==> config.mk <==
export PLATFORM = sky130hd
export DESIGN_NAME = e1_slot_mux
export DESIGN_NICKNAME = d
export VERILOG_FILES = /design/src/rtl/e1_mux_pkg.sv /design/src/rtl/e1_frame_counter.sv /design/src/rtl/e1_slot_select.sv /design/src/rtl/e1_tx_shifter.sv /design/src/rtl/e1_slot_mux.sv
export SDC_FILE = /design/constraint.sdc
export NUM_CORES = 1
export LEC_CHECK = 0
export ABC_AREA = 1
export CAP_MARGIN = 20
export CORE_ASPECT_RATIO = 1.2
export CORE_MARGIN = 2
export CORE_UTILIZATION = 47
export CTS_BUF_LIST = sky130_fd_sc_hd__clkbuf_16
export DETAILED_ROUTE_END_ITERATION = 10
export PLACE_DENSITY = 0.86
export SYNTH_ARGS = -nofsm -noshare
export SYNTH_HDL_FRONTEND = slang
export SYNTH_SLANG_ARGS = --single-unit
==> constraint.sdc <==
create_clock -name clk -period 2.95 [get_ports clk]
set_clock_uncertainty 0.05 [all_clocks]
set_input_delay 0.59 -clock clk [delete_from_list [all_inputs] [get_ports clk]]
set_output_delay 0.59 -clock clk [all_outputs]
set_load 0.1 [all_outputs]
==> src/rtl/e1_mux_pkg.sv <==
package e1_mux_pkg;
  localparam int unsigned SLOT_W  = 5;
  localparam int unsigned BIT_W   = 3;
  localparam logic [7:0] ALIGN_WORD    = 8'h9B;
  localparam logic [7:0] NONALIGN_WORD = 8'hDF;
  localparam logic [7:0] IDLE_FILL     = 8'hFF;
  localparam logic [7:0] MARK_ON       = 8'hFF;
  localparam logic [7:0] MARK_OFF      = 8'h00;
  localparam logic [SLOT_W-1:0] SIG_SLOT  = 5'd16;
  localparam logic [SLOT_W-1:0] MARK_SLOT = 5'd17;

  typedef enum logic [2:0] {
    SK_ALIGN, SK_VOICE, SK_SIG, SK_MARK, SK_IDLE
  } slot_kind_e;

  function automatic slot_kind_e kind_of(logic [SLOT_W-1:0] s, int unsigned nvoice);
    if (s == '0)                                  return SK_ALIGN;
    else if (int'(s) <= int'(nvoice))             return SK_VOICE;
    else if (s == SIG_SLOT)                       return SK_SIG;
    else if (s == MARK_SLOT)                      return SK_MARK;
    else                                          return SK_IDLE;
  endfunction
endpackage

==> src/rtl/e1_frame_counter.sv <==
module e1_frame_counter
  import e1_mux_pkg::*;
#(
  parameter int unsigned MF_FRAMES = 2560,
  localparam int unsigned FW = (MF_FRAMES > 1) ? $clog2(MF_FRAMES) : 1
) (
  input  logic              clk,
  input  logic              rst_n,
  output logic [BIT_W-1:0]  bit_q,
  output logic [SLOT_W-1:0] slot_q,
  output logic              mark_q,
  output logic              load,
  output logic [SLOT_W-1:0] slot_nxt,
  output logic              odd_nxt,
  output logic              mark_nxt
);
  logic [FW-1:0]     frame_q, frame_d;
  logic [BIT_W-1:0]  bit_d;
  logic [SLOT_W-1:0] slot_d;
  logic              odd_q, odd_d;
  logic              slot_end, frame_end, mf_wrap;

  always_comb begin
    slot_end  = (bit_q == 3'd7);
    frame_end = slot_end && (slot_q == 5'd31);
    mf_wrap   = (frame_q == FW'(MF_FRAMES - 1));
    bit_d     = bit_q + 3'd1;
    slot_d    = slot_end ? slot_q + 5'd1 : slot_q;
    frame_d   = frame_q;
    odd_d     = odd_q;
    if (frame_end) begin
      frame_d = mf_wrap ? '0 : frame_q + FW'(1);
      odd_d   = ~odd_q;
    end
  end

  always_ff @(posedge clk or negedge rst_n) begin
    if (!rst_n) begin
      bit_q   <= '0;
      slot_q  <= '0;
      frame_q <= '0;
      odd_q   <= 1'b0;
    end else begin
      bit_q   <= bit_d;
      slot_q  <= slot_d;
      frame_q <= frame_d;
      odd_q   <= odd_d;
    end
  end

  assign mark_q   = (frame_q == '0);
  assign load     = slot_end;
  assign slot_nxt = slot_d;
  assign odd_nxt  = odd_d;
  assign mark_nxt = (frame_d == '0);

  assert_frame_bound_R7: assert property (@(posedge clk) disable iff (!rst_n)
    int'(frame_q) < int'(MF_FRAMES));
  assert_mf_wrap_R7: assert property (@(posedge clk) disable iff (!rst_n)
    (frame_end && mf_wrap) |=> (frame_q == '0));
  assert_parity_toggle_R3: assert property (@(posedge clk) disable iff (!rst_n)
    frame_end |=> (odd_q != $past(odd_q)));
  assert_frame_wrap_R2: assert property (@(posedge clk) disable iff (!rst_n)
    frame_end |=> (slot_q == '0 && bit_q == '0));
endmodule

==> src/rtl/e1_slot_select.sv <==
module e1_slot_select
  import e1_mux_pkg::*;
#(
  parameter int unsigned NUM_VOICE = 8
) (
  input  logic [SLOT_W-1:0]      slot,
  input  logic                   odd,
  input  logic                   mark,
  input  logic [8*NUM_VOICE-1:0] voice_bytes,
  input  logic [7:0]             sig_byte,
  output logic [7:0]             slot_byte
);
  logic [7:0] voice_sel;
  slot_kind_e kind;

  always_comb begin
    voice_sel = '0;
    for (int k = 0; k < int'(NUM_VOICE); k++) begin
      if (slot == SLOT_W'(k + 1)) voice_sel = voice_bytes[8*k +: 8];
    end
  end

  always_comb begin
    kind = kind_of(slot, NUM_VOICE);
    unique case (kind)
      SK_ALIGN: slot_byte = odd ? NONALIGN_WORD : ALIGN_WORD;
      SK_VOICE: slot_byte = voice_sel;
      SK_SIG:   slot_byte = sig_byte;
      SK_MARK:  slot_byte = mark ? MARK_ON : MARK_OFF;
      default:  slot_byte = IDLE_FILL;
    endcase
  end
endmodule

==> src/rtl/e1_tx_shifter.sv <==
module e1_tx_shifter
  import e1_mux_pkg::*;
(
  input  logic       clk,
  input  logic       rst_n,
  input  logic       load,
  input  logic [7:0] load_byte,
  output logic       tx_bit
);
  logic [7:0] shreg_q, shreg_d;

  always_comb begin
    if (load) shreg_d = load_byte;
    else      shreg_d = {shreg_q[6:0], 1'b1};
  end

  always_ff @(posedge clk or negedge rst_n) begin
    if (!rst_n) shreg_q <= ALIGN_WORD;
    else        shreg_q <= shreg_d;
  end

  assign tx_bit = shreg_q[7];

  assert_msb_first_R9: assert property (@(posedge clk) disable iff (!rst_n)
    !load |=> (shreg_q[7] == $past(shreg_q[6])));
  assert_capture_R10: assert property (@(posedge clk) disable iff (!rst_n)
    load |=> (shreg_q == $past(load_byte)));
endmodule

==> src/rtl/e1_slot_mux.sv <==
module e1_slot_mux
  import e1_mux_pkg::*;
#(
  parameter int unsigned NUM_VOICE = 8,
  parameter int unsigned MF_FRAMES = 2560
) (
  input  logic                   clk,
  input  logic                   rst_n,
  input  logic [8*NUM_VOICE-1:0] voice_bytes,
  input  logic [7:0]             sig_byte,
  output logic                   tx_bit,
  output logic                   frame_start,
  output logic                   mframe_start
);
  logic [BIT_W-1:0]  bit_q;
  logic [SLOT_W-1:0] slot_q, slot_nxt;
  logic              mark_q, load, odd_nxt, mark_nxt;
  logic [7:0]        next_byte;

  e1_frame_counter #(.MF_FRAMES(MF_FRAMES)) u_cnt (
    .clk(clk), .rst_n(rst_n), .bit_q(bit_q), .slot_q(slot_q), .mark_q(mark_q),
    .load(load), .slot_nxt(slot_nxt), .odd_nxt(odd_nxt), .mark_nxt(mark_nxt)
  );

  e1_slot_select #(.NUM_VOICE(NUM_VOICE)) u_sel (
    .slot(slot_nxt), .odd(odd_nxt), .mark(mark_nxt),
    .voice_bytes(voice_bytes), .sig_byte(sig_byte), .slot_byte(next_byte)
  );

  e1_tx_shifter u_shift (
    .clk(clk), .rst_n(rst_n), .load(load), .load_byte(next_byte), .tx_bit(tx_bit)
  );

  assign frame_start  = (slot_q == '0) && (bit_q == '0);
  assign mframe_start = frame_start && mark_q;

  assert_mstrobe_in_frame_R7: assert property (@(posedge clk) disable iff (!rst_n)
    mframe_start |-> frame_start);
  assert_strobe_single_R2: assert property (@(posedge clk) disable iff (!rst_n)
    frame_start |=> !frame_start);
endmodule

Word-level counts from Yosys, hierarchy flattened --
Cells that the tools add are included.
Storage, ports and cells: register bits after elaboration 29, input port bits 74, output and inout port bits 3
Cells by class: $add $sub $neg 3, magnitude comparators 1, equal/unequal tests 16, mux-type cells 20, bitwise operators 1, reduce and logical (&&, ||, !) cells 9
Operators by type and width (count):
- $mux 8 | 10
- $pmux 8 s4 | 1
- $logic_not 12->1 | 2
- $mux 12 | 2
- $eq 5x3->1 const B | 4
- $eq 5x5->1 const B | 3
- $add 12x1->12 const B | 1
- $eq 12x12->1 const B | 1
- $mux 3 | 4
- $eq 5x2->1 const B | 2
- $logic_not 5->1 | 2
- $mux 7 | 1
- $eq 3x2->1 const B | 2
- $logic_not 3->1 | 2
- $add 5x1->5 const B | 1
- $eq 5x1->1 const B | 1
- $eq 5x4->1 const B | 1
- $le 5x4->1 const B | 1
- $mux 5 | 1
- $add 3x1->3 const B | 1
- $eq 3x1->1 const B | 1
- $eq 3x3->1 const B | 1
- $logic_and 1x1->1 | 3
- $mux 1 | 1
- $not 1->1 | 1

Longest topological paths before layout --
depth after elaboration 13, depth in mapped cells 19

By module --
Synthesis repeated with hierarchy kept, for this count alone.
Unflattened totals: cells, all modules 381, area, all modules 2533.7 um^2
Modules (own cells, without submodules):
- e1_frame_counter | instances 1, cells each 148, area each 1227.4 um^2, sequential area each 525.5 um^2
- e1_slot_select | instances 1, cells each 191, area each 958.4 um^2, sequential area each 0.0 um^2
- e1_tx_shifter | instances 1, cells each 33, area each 307.8 um^2, sequential area each 206.4 um^2
- e1_slot_mux | instances 1, cells each 9, area each 40.0 um^2, sequential area each 0.0 um^2

Worst setup path after synthesis --
OpenSTA, ideal clock, no wires.
path kind register -> output, start register u_cnt.frame_q[6], end output port mframe_start, arrival time 3.662 ns, required time 2.310 ns, setup slack -1.352 ns, stages on the path, launching flop included 5, path through dfrtp_1 > buf_2 > nor4_1 > nand3_1 > nor4_1
Between the ends: cells in the longest elaborated chain, start to end 2
RTL lines:
- start: declaration | line e1_frame_counter.sv:17 | logic [FW-1:0] frame_q, frame_d;
- start signal: assignment | line e1_frame_counter.sv:46 | frame_q <= frame_d;
- $logic_not 12->1 | line e1_frame_counter.sv:51 | assign mark_q = (frame_q == '0);
- $logic_and 1x1->1 | line e1_slot_mux.sv:35 | assign mframe_start = frame_start && mark_q;
- end: declaration | line e1_slot_mux.sv:13 | output logic mframe_start
Every way passes these cells.

Final worst setup path --
start register u_cnt.slot_q[1], end register u_shift.shreg_q[2]
Between the ends: cells in the longest elaborated chain, start to end 13
RTL lines:
- start: declaration | line e1_frame_counter.sv:10 | output logic [SLOT_W-1:0] slot_q,
- start signal: assignment | line e1_frame_counter.sv:45 | slot_q <= slot_d;
- $add 5x1->5 | line e1_frame_counter.sv:28 | slot_d = slot_end ? slot_q + 5'd1 : slot_q;
- $mux 5 | line e1_frame_counter.sv:28
- $eq 5x1->1 | line e1_slot_select.sv:19 | if (slot == SLOT_W'(k + 1)) voice_sel = voice_bytes[8*k +: 8];
- $mux 8 (8 in series) | line e1_slot_select.sv:19
- $pmux 8 s4 * | line e1_slot_select.sv:25 | unique case (kind)
- $mux 8 * | line e1_tx_shifter.sv:13 | if (load) shreg_d = load_byte;
- named net u_shift.shreg_d[2] | line e1_tx_shifter.sv:10 | logic [7:0] shreg_q, shreg_d;
- end signal: assignment | line e1_tx_shifter.sv:19 | else shreg_q <= shreg_d;
- end: declaration | line e1_tx_shifter.sv:10
The timed path passes the listed nets; every way through them passes the cells marked *.

==> flow_metrics.tcl <==
set metrics [dict create \
    ir_drop_uv 222 \
    worst_path_most_repeated_cell "nand2_1" \
    layout-drive-gt1-share_pct 15.5 \
    worstPathArrival_ps 2900 \
    synth_area_um2 2370 \
    slew_viol_final 0 \
    final_area_um2 3350 \
    dieArea_um2 5620 \
    clkSinkCount 29 \
    max_freq_ghz 0.360 \
    hold_violations 0 \
    path_clk_slew_ps 50 \
    slowest_delay_ps 420 \
    path_buf_inv 3 \
    n_fill_cell 389 \
    p_leak_nw 1.66 \
    initial_utilization_pct 48.2 \
    core_um2 4900 \
    critical_path_depth 19 \
    area_growth_pct 41.6 \
    criticalPathCategory "reg -> reg" \
    wl_met2_um 3500 \
    hp-class "reg -> reg" \
    synth_mux_area_share_pct 0 \
    path_cells "ha_1 -> nand2_1 -> nor2_1 -> ha_1 -> inv_1 -> nand2_1 -> nand2_1 -> nand2_1 -> nor2_2 -> inv_2 -> nor2_4 -> nand2_2 -> and3_4 -> nor2_4 -> nand2_2 -> nor2_2 -> nand3_1 -> nand2_1 -> inv_1" \
    h-tree-depth 2 \
    crit_fanout 12 \
    grt_pass1_vias 2524 \
    grt-ovfl-total 0 \
    r2r_cells 19 \
    multiInputGateArea_um2 1410 \
    post_synth_and_or_nand_nor_area_fraction_pct 48.8 \
    worstHoldStart "u_cnt.bit_q[0]$_DFF_PN0_" \
    cap_violations 0 \
    syn_nets 439 \
    regArea_um2 732 \
    drt_pass1_iterations 4 \
    num_vias 2541 \
    status "completed" \
    ys_seq_area_share_pct 30.9 \
    wl_per_cell_um 13.1 \
    die_w_um 68.8 \
    relSlewSlack_pct 72.6 \
    setup_viol 0 \
    initialDrtViolationCount 98 \
    crit_path_top_delay_cell "dfrtp_1" \
    dpl_cell_area_um2 3180 \
    antenna_found_initial 0 \
    path_delay_family "simple AND/OR/NAND/NOR gates" \
    timing.rr.start "u_cnt.slot_q[1]$_DFF_PN0_" \
    gp_congestion 0.917 \
    r2r-end "u_shift.shreg_q[2]$_DFF_PN0_" \
    cts_inserted_buffers 5 \
    rows 28 \
    power_density_nw_per_um2 332 \
    synth_xor_area_share_pct 0.740 \
    synth.avg_cell_area_um2 6.63 \
    dr_wl_met3_um 480 \
    ys_warn_count 0 \
    highest_layer "met4" \
    cts_root_buf "clkbuf_16" \
    synth_fa_ha_area_share_pct 4.23 \
    final_util_pct 68.3 \
    endpoint "u_shift.shreg_q[2]$_DFF_PN0_" \
    clock_latency_ps 280 \
    syn_inst 357 \
    synth-seq-cells 29 \
    grt_pass1_wl_um 10600 \
    wl_met1_um 2310 \
    synth-compound-area-share_pct 5.29 \
    cp_data_required_time_ps 3070 \
    grt_setup_unrepaired "false" \
    grtUsageTotal_pct 25.3 \
    antennaDiodeCount 0 \
    end_kind "flip-flop" \
    tritoncts "yes" \
    drc 0 \
    r2r_slack_ps 180 \
    fin_crit_ps 2770 \
    clock_path_buffers 2 \
    layout_worst_path_cycle_share_pct 94.1 \
    routed_wirelength_um 6530 \
    ios 77 \
    synth.distinct_cells 35 \
    routed_via_density 5.10 \
    synth_top_family_by_area "simple AND/OR/NAND/NOR gates" \
    port_buffers 76 \
    drtAntennaViolNets 0 \
    setup.worst_path.start "u_cnt.slot_q[1]$_DFF_PN0_" \
    cts_hold_buf 0 \
    tightestPinTransition_ps 409 \
    dpl.hpwl_um 5350 \
    fin_nets 519 \
    fp.dieH_um 81.7 \
    grt_max_degree 30 \
    worstSetupStartpointType "flip-flop" \
]
## stage by stage
| stage | total power [mW] | TNS (ps) | instances | worst slack, ps | hold WS (ps) |
|---|---|---|---|---|---|
| 4_1_cts | 1.11 | 0 | 498 | 136 | 398 |
| 3_5_place_dp | 0.548 | 0 | 490 | 198 | 391 |
| 3_3_place_gp | 0.548 | 0 | 490 | 271 | 378 |
| 5_1_grt | 1.14 | 0 | 498 | 31.7 | 415 |
| 6_report | 1.11 | 0 | 498 | 175 | 396 |
| 2_1_floorplan | 0.434 | -180 | 357 | -180 | 244 |
## cell usage in the layout (no fill, tap or decap), types with 6 or more instances in the layout
| master | synthesis | routed |
|---|---|---|
| nand3_1 | 22 | 22 |
| ha_1 | 8 | 7 |
| a21oi_1 | 11 | 11 |
| nor2_1 | 39 | 39 |
| inv_2 | 6 | 6 |
| nand2_2 | 11 | 11 |
| dfrtp_1 | 24 | 24 |
| nand2_1 | 108 | 108 |
| clkdlybuf4s50_1 | 0 | 73 |
| nand4_1 | 21 | 21 |
| nor2_2 | 13 | 13 |
| inv_1 | 47 | 47 |
## power by group
group	total (mW)	leakage, nW	switching, mW	internal, mW
sequential	0.407	0.367	0.00160	0.405
clock	0.570	0.0775	0.176	0.394
combinational	0.133	1.21	0.0395	0.0939
total	1.11	1.66	0.217	0.893
## worst register-to-register path, cell delays in order (launching register included)
cell and delay [ps]:
dfrtp_1 420, ha_1 220, nand2_1 140, nor2_1 60, ha_1 280, inv_1 60
nand2_1 50, nand2_1 150, nand2_1 90, nor2_2 100, inv_2 60, nor2_4 90
nand2_2 150, and3_4 200, nor2_4 150, nand2_2 90, nor2_2 110, nand3_1 80
nand2_1 80, inv_1 40
## state kept, by name, indices dropped and copies added, names as in the netlist
name,cells
u_cnt.bit_q,3
u_shift.shreg_q,8
u_cnt.odd_q,1
u_cnt.frame_q,12
u_cnt.slot_q,5
## Yosys cell counts
| master | number | share of area [%] |
|---|---|---|
| o22ai_1 | 1 | 0.26 |
| nand4_1 | 21 | 5.6 |
| inv_1 | 47 | 7.5 |
| nor3b_2 | 1 | 0.53 |
| a21oi_2 | 1 | 0.37 |
| or2_1 | 5 | 1.3 |
| nand2_4 | 1 | 0.48 |
| nor2_2 | 13 | 3.4 |
| nor4_1 | 2 | 0.53 |
| nor3b_1 | 1 | 0.32 |
| dfstp_2 | 5 | 5.6 |
| xnor2_1 | 1 | 0.37 |
| nor3_1 | 2 | 0.42 |
| nand3_2 | 2 | 0.85 |
| inv_2 | 6 | 0.95 |
| o21ai_0 | 2 | 0.42 |
| buf_2 | 2 | 0.42 |
| o21ai_4 | 1 | 0.69 |
| nand2_1 | 108 | 17 |
| inv_4 | 1 | 0.26 |
| xor2_1 | 1 | 0.37 |
| nand3_1 | 22 | 4.7 |
| ha_1 | 8 | 4.2 |
| and3_4 | 1 | 0.48 |
| nor2_1 | 39 | 6.2 |
| dfrtp_1 | 24 | 25 |
| a31o_2 | 1 | 0.37 |
| nor2_4 | 5 | 2.4 |
| buf_6 | 2 | 0.95 |
| a21oi_1 | 11 | 2.3 |
| nand2_2 | 11 | 2.9 |
| o21ai_1 | 1 | 0.21 |
| o21bai_1 | 2 | 0.63 |
| or2_2 | 5 | 1.3 |
| or2_0 | 1 | 0.26 |
## worst min path at each step
stage | end | slack (ps) | cells past startpoint
4_1_cts | u_cnt.bit_q[0]$_DFF_PN0_ | 400 | 1
3_5_place_dp | u_cnt.bit_q[0]$_DFF_PN0_ | 390 | 1
2_1_floorplan | u_cnt.bit_q[0]$_DFF_PN0_ | 240 | 0
6_report | u_cnt.bit_q[0]$_DFF_PN0_ | 400 | 1
5_1_grt | u_cnt.bit_q[0]$_DFF_PN0_ | 410 | 1
3_3_place_gp | u_cnt.bit_q[0]$_DFF_PN0_ | 380 | 1
## layer usage
layer  track usage, %  vias up
met5                0        -
met4             12.7        0
met3             6.85       22
met2             46.9      109
met1             25.0     1129
li1                 -     1281
## what timing repair did
| item | CTS | global route |
|---|---|---|
| setup buffers | 0 | 0 |
| setup endpoints to repair | 0 | 8 |
| endpoints found under the hold margin | 0 | 0 |
| gates resized for setup | 0 | 1 |
## logic make-up after synthesis
family | count (synthesis)
simple gates | 240
compound gates | 20
buf+inv | 58
fa+ha+maj | 8
flops | 29
xor+xnor | 2
## layout make-up
type | instances | area share, %
Clock inverter | 3 | 1.23
Tap cell | 60 | 2.24
Multi-Input combinational cell | 270 | 42.1
Inverter | 54 | 6.13
Clock buffer | 5 | 3.74
Sequential cell | 29 | 21.9
Timing Repair Buffer | 77 | 22.7
No activity file was read; power rests on OpenSTA's default activity.
